--- src/rtl/mbd_pkg.sv ---
package mbd_pkg;
  localparam int ADDR_W  = 16;
  localparam int RG_N    = 6;
  localparam int RG_BOOT = 0;
  localparam int RG_CART = 1;
  localparam int RG_VRAM = 2;
  localparam int RG_XRAM = 3;
  localparam int RG_WRAM = 4;
  localparam int RG_HRAM = 5;
endpackage

--- src/rtl/mbd_region_decode.sv ---
module mbd_region_decode
  import mbd_pkg::*;
#(
  parameter int       RAM_AW    = 13,
  parameter int       HRAM_AW   = 7,
  parameter bit [7:0] BOOT_LAST = 8'hFE
) (
  input  logic              clk,
  input  logic              rst_n,
  input  logic              req,
  input  logic              we,
  input  logic [ADDR_W-1:0] addr,
  input  logic              overlay,
  output logic [RG_N-1:0]   sel,
  output logic [ADDR_W-1:0] offset,
  output logic              wr_ok
);
  localparam int ROM_AW = ADDR_W - 1;

  logic [RG_N-1:0] sel_raw;
  logic            writable;
  logic            in_boot;

  assign in_boot = overlay && (addr[15:8] == 8'h00) && (addr[7:0] <= BOOT_LAST);

  always_comb begin
    sel_raw  = '0;
    offset   = '0;
    writable = 1'b0;
    unique case (addr[15:13])
      3'b000, 3'b001, 3'b010, 3'b011: begin
        if (!we) begin
          if (in_boot) begin
            sel_raw[RG_BOOT] = 1'b1;
            offset           = ADDR_W'(addr[7:0]);
          end else begin
            sel_raw[RG_CART] = 1'b1;
            offset           = ADDR_W'(addr[ROM_AW-1:0]);
          end
        end
      end
      3'b100: begin
        sel_raw[RG_VRAM] = 1'b1;
        offset           = ADDR_W'(addr[RAM_AW-1:0]);
        writable         = 1'b1;
      end
      3'b101: begin
        sel_raw[RG_XRAM] = 1'b1;
        offset           = ADDR_W'(addr[RAM_AW-1:0]);
        writable         = 1'b1;
      end
      3'b110: begin
        sel_raw[RG_WRAM] = 1'b1;
        offset           = ADDR_W'(addr[RAM_AW-1:0]);
        writable         = 1'b1;
      end
      default: begin
        if (addr[12:9] != 4'hF) begin
          sel_raw[RG_WRAM] = 1'b1;
          offset           = ADDR_W'(addr[RAM_AW-1:0]);
          writable         = 1'b1;
        end else if (addr[8] && addr[7]) begin
          sel_raw[RG_HRAM] = 1'b1;
          offset           = ADDR_W'(addr[HRAM_AW-1:0]);
          writable         = 1'b1;
        end
      end
    endcase
  end

  assign sel   = req ? sel_raw : '0;
  assign wr_ok = req & we & writable;

  AST_SEL_ONEHOT: assert property (@(posedge clk) disable iff (!rst_n)
    $onehot0(sel));
  AST_ROM_WRITE_DROP: assert property (@(posedge clk) disable iff (!rst_n)
    (req && we && !addr[15]) |-> (sel == '0 && !wr_ok));
  AST_ECHO_TO_WRAM: assert property (@(posedge clk) disable iff (!rst_n)
    (req && addr >= 16'hE000 && addr < 16'hFE00) |-> (sel[RG_WRAM] && offset < 16'h2000));
  AST_DEAD_WINDOW: assert property (@(posedge clk) disable iff (!rst_n)
    (req && addr >= 16'hFE00 && addr < 16'hFF80) |-> (sel == '0 && !wr_ok));
endmodule

--- src/rtl/mbd_boot_flag.sv ---
module mbd_boot_flag (
  input  logic clk,
  input  logic rst_n,
  input  logic clear,
  output logic active
);
  logic flag_q;
  logic flag_d;

  always_comb begin
    flag_d = flag_q;
    if (clear) flag_d = 1'b0;
  end

  always_ff @(posedge clk or negedge rst_n) begin
    if (!rst_n) flag_q <= 1'b1;
    else        flag_q <= flag_d;
  end

  assign active = flag_q;

  AST_FLAG_STICKY: assert property (@(posedge clk) disable iff (!rst_n)
    !flag_q |=> !flag_q);
endmodule

--- src/rtl/mbd_rdata_mux.sv ---
module mbd_rdata_mux
  import mbd_pkg::*;
#(
  parameter int DATA_W = 8
) (
  input  logic                   clk,
  input  logic                   rst_n,
  input  logic                   rd_req,
  input  logic [RG_N-1:0]        sel,
  input  logic [RG_N*DATA_W-1:0] words,
  output logic [DATA_W-1:0]      rdata
);
  logic [RG_N-1:0]   last_q;
  logic [RG_N-1:0]   last_d;
  logic [DATA_W-1:0] lane [RG_N];

  always_comb begin
    last_d = '0;
    if (rd_req) last_d = sel;
  end

  always_ff @(posedge clk or negedge rst_n) begin
    if (!rst_n) last_q <= '0;
    else        last_q <= last_d;
  end

  for (genvar g = 0; g < RG_N; g++) begin : g_lane
    assign lane[g] = last_q[g] ? words[g*DATA_W +: DATA_W] : '0;
  end

  always_comb begin
    rdata = '0;
    for (int i = 0; i < RG_N; i++) rdata = rdata | lane[i];
  end

  AST_LAST_ONEHOT: assert property (@(posedge clk) disable iff (!rst_n)
    $onehot0(last_q));
  AST_EMPTY_READS_ZERO: assert property (@(posedge clk) disable iff (!rst_n)
    (rd_req && sel == '0) |=> (rdata == '0));
endmodule

--- src/rtl/mem_bus_decoder.sv ---
module mem_bus_decoder
  import mbd_pkg::*;
#(
  parameter int       DATA_W    = 8,
  parameter int       RAM_AW    = 13,
  parameter int       HRAM_AW   = 7,
  parameter bit [7:0] BOOT_LAST = 8'hFE
) (
  input  logic                   clk,
  input  logic                   rst_n,
  input  logic                   bus_req,
  input  logic                   bus_we,
  input  logic [ADDR_W-1:0]      bus_addr,
  input  logic [DATA_W-1:0]      bus_wdata,
  output logic [DATA_W-1:0]      bus_rdata,
  output logic                   overlay_on,
  output logic [RG_N-1:0]        rgn_sel,
  output logic [ADDR_W-1:0]      mem_addr,
  output logic                   mem_we,
  output logic [DATA_W-1:0]      mem_wdata,
  input  logic [RG_N*DATA_W-1:0] mem_rdata
);
  logic boot_done;
  logic rd_req;

  mbd_region_decode #(
    .RAM_AW   (RAM_AW),
    .HRAM_AW  (HRAM_AW),
    .BOOT_LAST(BOOT_LAST)
  ) u_decode (
    .clk    (clk),
    .rst_n  (rst_n),
    .req    (bus_req),
    .we     (bus_we),
    .addr   (bus_addr),
    .overlay(overlay_on),
    .sel    (rgn_sel),
    .offset (mem_addr),
    .wr_ok  (mem_we)
  );

  assign boot_done = rgn_sel[RG_BOOT] & ~bus_we & (bus_addr[7:0] == BOOT_LAST);
  assign rd_req    = bus_req & ~bus_we;
  assign mem_wdata = bus_wdata;

  mbd_boot_flag u_flag (
    .clk   (clk),
    .rst_n (rst_n),
    .clear (boot_done),
    .active(overlay_on)
  );

  mbd_rdata_mux #(
    .DATA_W(DATA_W)
  ) u_mux (
    .clk   (clk),
    .rst_n (rst_n),
    .rd_req(rd_req),
    .sel   (rgn_sel),
    .words (mem_rdata),
    .rdata (bus_rdata)
  );

  AST_BOOT_HANDOFF: assert property (@(posedge clk) disable iff (!rst_n)
    (bus_req && !bus_we && bus_addr == {8'h00, BOOT_LAST} && overlay_on) |=> !overlay_on);
  AST_WRITE_KEEPS_OVERLAY: assert property (@(posedge clk) disable iff (!rst_n)
    (bus_req && bus_we && overlay_on) |=> overlay_on);
  AST_OVERLAY_LOW_ONLY: assert property (@(posedge clk) disable iff (!rst_n)
    rgn_sel[RG_BOOT] |-> (overlay_on && bus_addr[15:8] == 8'h00));
endmodule

--- config.mk ---
export PLATFORM = sky130hd
export DESIGN_NAME = mem_bus_decoder
export DESIGN_NICKNAME = d
export VERILOG_FILES = /design/src/rtl/mbd_pkg.sv /design/src/rtl/mbd_region_decode.sv /design/src/rtl/mbd_boot_flag.sv /design/src/rtl/mbd_rdata_mux.sv /design/src/rtl/mem_bus_decoder.sv
export SDC_FILE = /design/constraint.sdc
export NUM_CORES = 1
export LEC_CHECK = 0
export ABC_AREA = 1
export BUFFER_PORTS_ARGS = -buffer_cell sky130_fd_sc_hd__buf_2
export CAP_MARGIN = 20
export CORE_ASPECT_RATIO = 1.4
export CORE_UTILIZATION = 30
export CTS_CLUSTER_SIZE = 28
export DETAILED_ROUTE_END_ITERATION = 10
export MAX_ROUTING_LAYER = met4
export PLACE_DENSITY = 0.76
export SLEW_MARGIN = 20
export SYNTH_ARGS = -nofsm -noshare
export SYNTH_HDL_FRONTEND = slang
export SYNTH_SLANG_ARGS = --single-unit
--- constraint.sdc ---
create_clock -name clk -period 1.2 [get_ports clk]
set_clock_uncertainty 0.2 [all_clocks]
set_input_delay 0.06 -clock clk [delete_from_list [all_inputs] [get_ports clk]]
set_output_delay 0.06 -clock clk [all_outputs]
set_load 0.01 [all_outputs]
; After elaboration in Yosys (flattened, before gate mapping)
; Cells that the tools add are included.
[op_classes]
eq_ne = 8
n_reduce_logical = 9
muxes = 26
bitwise = 11
magnitude_cmp = 1
[op_table]
columns = cell, n
row1 = 8-bit two-way mux, 6
row2 = 8-bit bitwise OR, 5
row3 = 16-bit two-way mux, 2
row4 = 16-bit one-hot mux with 2 select lines, 1
row5 = 15-bit two-way mux, 1
row6 = 6-bit two-way mux, 2
row7 = 3-bit equality test (second input constant), 3
row8 = 1-bit two-way mux, 9
row9 = 8-bit equality test (second input constant), 1
row10 = 8-bit <= comparator (second input constant), 1
row11 = 8-bit logical NOT, 1
row12 = 7-bit two-way mux, 1
row13 = 7-bit OR reduction, 1
row14 = 3-bit by 2-bit equality test with 1-bit output (second input constant), 2
row15 = 6-bit OR reduction, 1
row16 = 1-bit AND, 5
row17 = 2-bit two-way mux, 2
row18 = 4-bit != test (second input constant), 1
row19 = 1-bit one-hot mux with 2 select lines, 2
row20 = 4-bit OR reduction, 1
row21 = 3-bit by 1-bit equality test with 1-bit output (second input constant), 1
row22 = 1-bit logical AND, 3
row23 = 3-bit logical NOT, 1
row24 = 3-bit OR reduction, 1
row25 = 1-bit inverter, 1
[word_totals]
wordCells = 57
register_bits = 7
in_bits = 76
out_inout_bits = 40

; Longest topological paths before layout
[logic_depth]
word_depth = 9
ltp_mapped = 7
mapped_depth_nobuf = 6

; Hierarchy
; A second synthesis with hierarchy kept.
[unflattened]
hier_cells = 239
hier_area_um2 = 1232.4
[by_module_without_submodules]
columns = module, n_inst, cells_per_inst, area_each_um2
row1 = mbd_rdata_mux, 1, 120, 621.8
row2 = mbd_region_decode, 1, 97, 467.9
row3 = mem_bus_decoder, 1, 19, 106.4
row4 = mbd_boot_flag, 1, 3, 36.3

; Worst setup path before layout
; No wires, ideal clock.
[synth_path]
path_type = register to register
start = reg u_flag.flag_q, in the netlist u_flag.active
end = reg u_flag.flag_q, in the netlist u_flag.active
path_slack_ns = -0.053
arrival_ns = 0.978
synth_period_minus_slack_ns = 1.253
path_stages_with_launch = 6
path_cell_list = dfstp_2 nand3_1 nor2_1 nand3_1 nor2_1 nor2_1
[synth_via]
elab_chain_cells = 8
[synth_lines]
columns = item, line_no
row1 = from (decl), mbd_boot_flag.sv:7  ; logic flag_q;
row2 = from (signal assigned), mbd_boot_flag.sv:17  ; else flag_q <= flag_d;
row3 = 1-bit logical AND (2 in series), mbd_region_decode.sv:24  ; assign in_boot = overlay && (addr[15:8] == 8'h00) && (addr[7:0] <= BOOT_LAST);
row4 = 1-bit two-way mux, mbd_region_decode.sv:33  ; if (in_boot) begin
row5 = 2-bit two-way mux, mbd_region_decode.sv:32  ; if (!we) begin
row6 = 2-bit two-way mux, mbd_region_decode.sv:30  ; unique case (addr[15:13])
row7 = 6-bit two-way mux, mbd_region_decode.sv:71  ; assign sel = req ? sel_raw : '0;
row8 = 1-bit AND (2 in series), mem_bus_decoder.sv:42  ; assign boot_done = rgn_sel[RG_BOOT] & ~bus_we & (bus_addr[7:0] == BOOT_LAST);
; No other way between the ends.
; A chain may end at the register's enable or synchronous reset.

; Worst setup path in the final report
[layout_path]
start = reg u_flag.flag_q, in the netlist u_flag.active
end = out rgn_sel[1]
[layout_via]
elab_chain_cells = 6
[layout_lines]
columns = item, line_no
row1 = 1-bit logical AND (2 in series), mbd_region_decode.sv:24
row2 = 1-bit two-way mux, mbd_region_decode.sv:33
row3 = 2-bit two-way mux, mbd_region_decode.sv:32
row4 = 2-bit two-way mux, mbd_region_decode.sv:30
row5 = 6-bit two-way mux, mbd_region_decode.sv:71
row6 = to (decl), mem_bus_decoder.sv:17  ; output logic [RG_N-1:0] rgn_sel,
; No other way between the ends.

==> out/results.tsv <==
stage	metric	value	unit
pwr	p_seq_share	24.1	%
routing	via_per_inst	4.82	
cells_and_area	drive_gt1_share	57.2	%
pwr	peakVddDrop	0.000394	V
clocking	clk_path_buf_depth	2	
grt	busiest_layer	met2	
critical_path	worstSetupPathType	flip-flop to output port	
placement	numPortBuffers	98	
grt	grt_use_met2	41.2	%
synthesis	synthDistinctLibCells	24	
synthesis	synth_top_cell_by_area	nand2_1	
grt	grt_usage	21.8	%
die	dieHeight	69.6	um
die	row_count	24	
cells_and_area	fill_cells	287	
critical_path	crit-reg2reg-capture	u_flag.active$_DFFE_PN1P_	
cells_and_area	synthToLayoutAreaGrowth	96.4	%
placement	gp_congestion	0.861	
pwr	p_switching	0.000334	W
routing	first_pass_iters	5	
worst_hold_path	worstHoldEndpoint	u_mux.last_q[3]$_DFF_PN0_	
die	die_area	3500	um2
cells_and_area	final_common_cell	buf_2	
die	io_pins	116	
routing	drc	0	
synthesis	syn_area_per_cell	5.60	um2
cells_and_area	fin_util	61.6	%
pwr	internal_power	0.000708	W
clocking	hold_buffers	12	
grt	antenna_found_initial	0	
cells_and_area	layout_common_cells	94 x buf_2, 38 x nand2_1, 21 x nand3_1	
sta	setup_viol	24	
critical_path	endpoint_kind	output port	
critical_path	r2r-start	u_flag.active$_DFFE_PN1P_	
grt	use_met1	21.3	%
die	initial_utilization	31.4	%
clocking	cts_root_buffer	clkbuf_8	
routing	vias	1586	
synthesis	yosysSeqAreaShare	18.0	%
placement	dp_slack	-0.176	ns
synthesis	synth_cells	175	
critical_path	ff2ff_setup_slack	-0.16	ns
synthesis	synth_warnings	0	
critical_path	crit_path_start_kind	flip-flop	
clocking	cts_made_buffers	3	
placement	place_area	1520	um2
sta	final_max_slew_viol_count	0	
pwr	power_frac_comb	45.0	%
die	core	3120	um2
cells_and_area	antennaDiodeCount	0	
pwr	sw_frac_of_total	32.1	%
placement	dpl.hpwl	2870	um
cells_and_area	nNetsFinal	367	
clocking	clkLatencyLatePin	0.22	ns
status	violations	hold timing, setup timing	
critical_path	cp_max_fo	2	
cells_and_area	design_area	1920	um2
grt	overflow	0	
pwr	power_leakage	1.11	nW
synthesis	synthTopCellsByArea	nand2_1 19%, dfrtp_1 15%, nand3_1 15%	
sta	min_period	1.57	ns
worst_hold_path	hold_start	bus_addr[14]	
pwr	pwr-share-clk	30.8	%
pwr	cellPowerDensity	541	nW/um2
critical_path	worstPathArrival	1.31	ns
placement	placed_cells	308	
critical_path	required	0.94	ns
critical_path	crit_path_cell_trace	nand3_2 -> nor2_4 -> nand2_2 -> and3_4 -> buf_6	
clocking	clock_sinks	7	
clocking	cts_tree	done	
cells_and_area	final_cells	329	
die	die_x	50.3	um
job	maxCapViolCount	0	
critical_path	slowest_stage	dfstp_2	
cells_and_area	multiInputGateArea	756	um2
critical_path	slowest_delay	0.54	ns
synthesis	syn-cell-area	980	um2
synthesis	ys_seq_elements	7	
sta	max_freq	636	MHz
sta	rsz0062_at_grt	true	
worst_hold_path	hold-path-cell-count	3	
clocking	path_clk_slew	0.04	ns
grt	met3_usage	6.14	%
synthesis	yosysTopAreaCellShare	19.2	%
routing	drt_iter0_markers	32	
grt	grt_pass1_wl	5920	um
status	status	complete, but fails checks	
sta	hold-worst-slack	-0.0763	ns
grt	grt_pass1_vias	1450	
routing	ant_nets	0	
cells_and_area	regArea	181	um2
clocking	htree_levels	1	
routing	routed_wl	4040	um
worst_hold_path	min_path_type	input port to flip-flop	
critical_path	r2r_cells	6	
routing	wire_per_inst	12.3	um
grt	grt_max_degree	9	
sta	hold_viol_final	8	
synthesis	syn-num-nets	251	
sta	fin_crit_sh	131	%
sta	finalWorstSetupSlack	-0.373	ns
flip-flops by register name, indices dropped and copies added (netlist names):
| name | count |
|---|---|
| u_flag.active | 1 |
| u_mux.last_q | 6 |
worst max-delay path by stage:
stage / from / end / slack (ns) / depth (start not counted)
6_report: u_flag.active$_DFFE_PN1P_ / rgn_sel[1] / -0.37 / 5
5_1_grt: u_flag.active$_DFFE_PN1P_ / rgn_sel[1] / -0.43 / 5
4_1_cts: u_flag.active$_DFFE_PN1P_ / rgn_sel[1] / -0.36 / 5
3_5_place_dp: u_mux.last_q[0]$_DFF_PN0_ / bus_rdata[7] / -0.18 / 5
3_3_place_gp: u_mux.last_q[1]$_DFF_PN0_ / bus_rdata[7] / -0.15 / 5
2_1_floorplan: u_flag.active$_DFFE_PN1P_ / u_mux.last_q[1]$_DFF_PN0_ / -0.03 / 4
through the flow:
step / setup TNS (ns) / power [W]
after floorplan: -0.0596 / 0.000429
after global placement: -1.80 / 0.000615
after detailed placement: -2.03 / 0.000619
after CTS: -3.36 / 0.00100
after global routing: -5.00 / 0.00111
final: -3.58 / 0.00104
power by group through the flow:
stage	Clock [W]	Sequential, W	Combinational, W
2_1_floorplan	0	0.000244	0.000185
3_3_place_gp	0	0.000251	0.000364
3_5_place_dp	0	0.000251	0.000368
4_1_cts	0.000330	0.000250	0.000423
5_1_grt	0.000353	0.000252	0.000506
6_report	0.000321	0.000251	0.000469
synth_stat cells:
cell type  instances
nand2_1           50
nand3_1           29
inv_1             22
nor2_1            19
buf_4              9
dfrtp_1            6
a21oi_1            5
o211ai_1           5
a221oi_1           4
nor3_1             4
buf_2              3
and3_1             2
buf_1              2
clkbuf_1           2
inv_2              2
nor4_1             2
o21ai_0            2
clkbuf_8           1
conb_1             1
dfstp_2            1
nand3_2            1
nand4_1            1
nor3_4             1
o21ai_2            1
final cells by class:
cell class,count,share of cell area (%)
multi-input combinational,127,39.3
clock buffer,4,2.34
timing repair buffer,128,41.2
inverter,24,5.20
sequential,7,9.43
tap,39,2.54
kinds of logic (layout without fill, tap and decap cells):
group / after synthesis / after routing / synth area share, %
flip-flops: 7 / 7 / 18.0
AO/OA/AOI/OAI: 17 / 17 / 11.9
other: 1 / 1 / 0.383
AND/OR/NAND/NOR: 109 / 109 / 49.2
buffers and inverters: 41 / 156 / 20.6
layer usage:
layer / vias up / share of wire (%)
met4: 0 / 1.6
met2: 102 / 51
met5: - / 0
li1: 790 / -
met3: 6 / 12
met1: 688 / 35
worst max-delay path: cells and delay by family, from the launching register on:
family | cells | cell delay (ns)
flops | 1 | 0.54
simple gates | 4 | 0.45
buf+inv | 1 | 0.11
what timing repair did:
item | CTS | global route
setup endpoints to repair | 25 | 29
pin swaps | 10 | 14
resized for setup | 21 | 36
hold endpoints to repair | 20 | 2
setup buffers | 2 | 3
(Power assumes the default switching activity.)
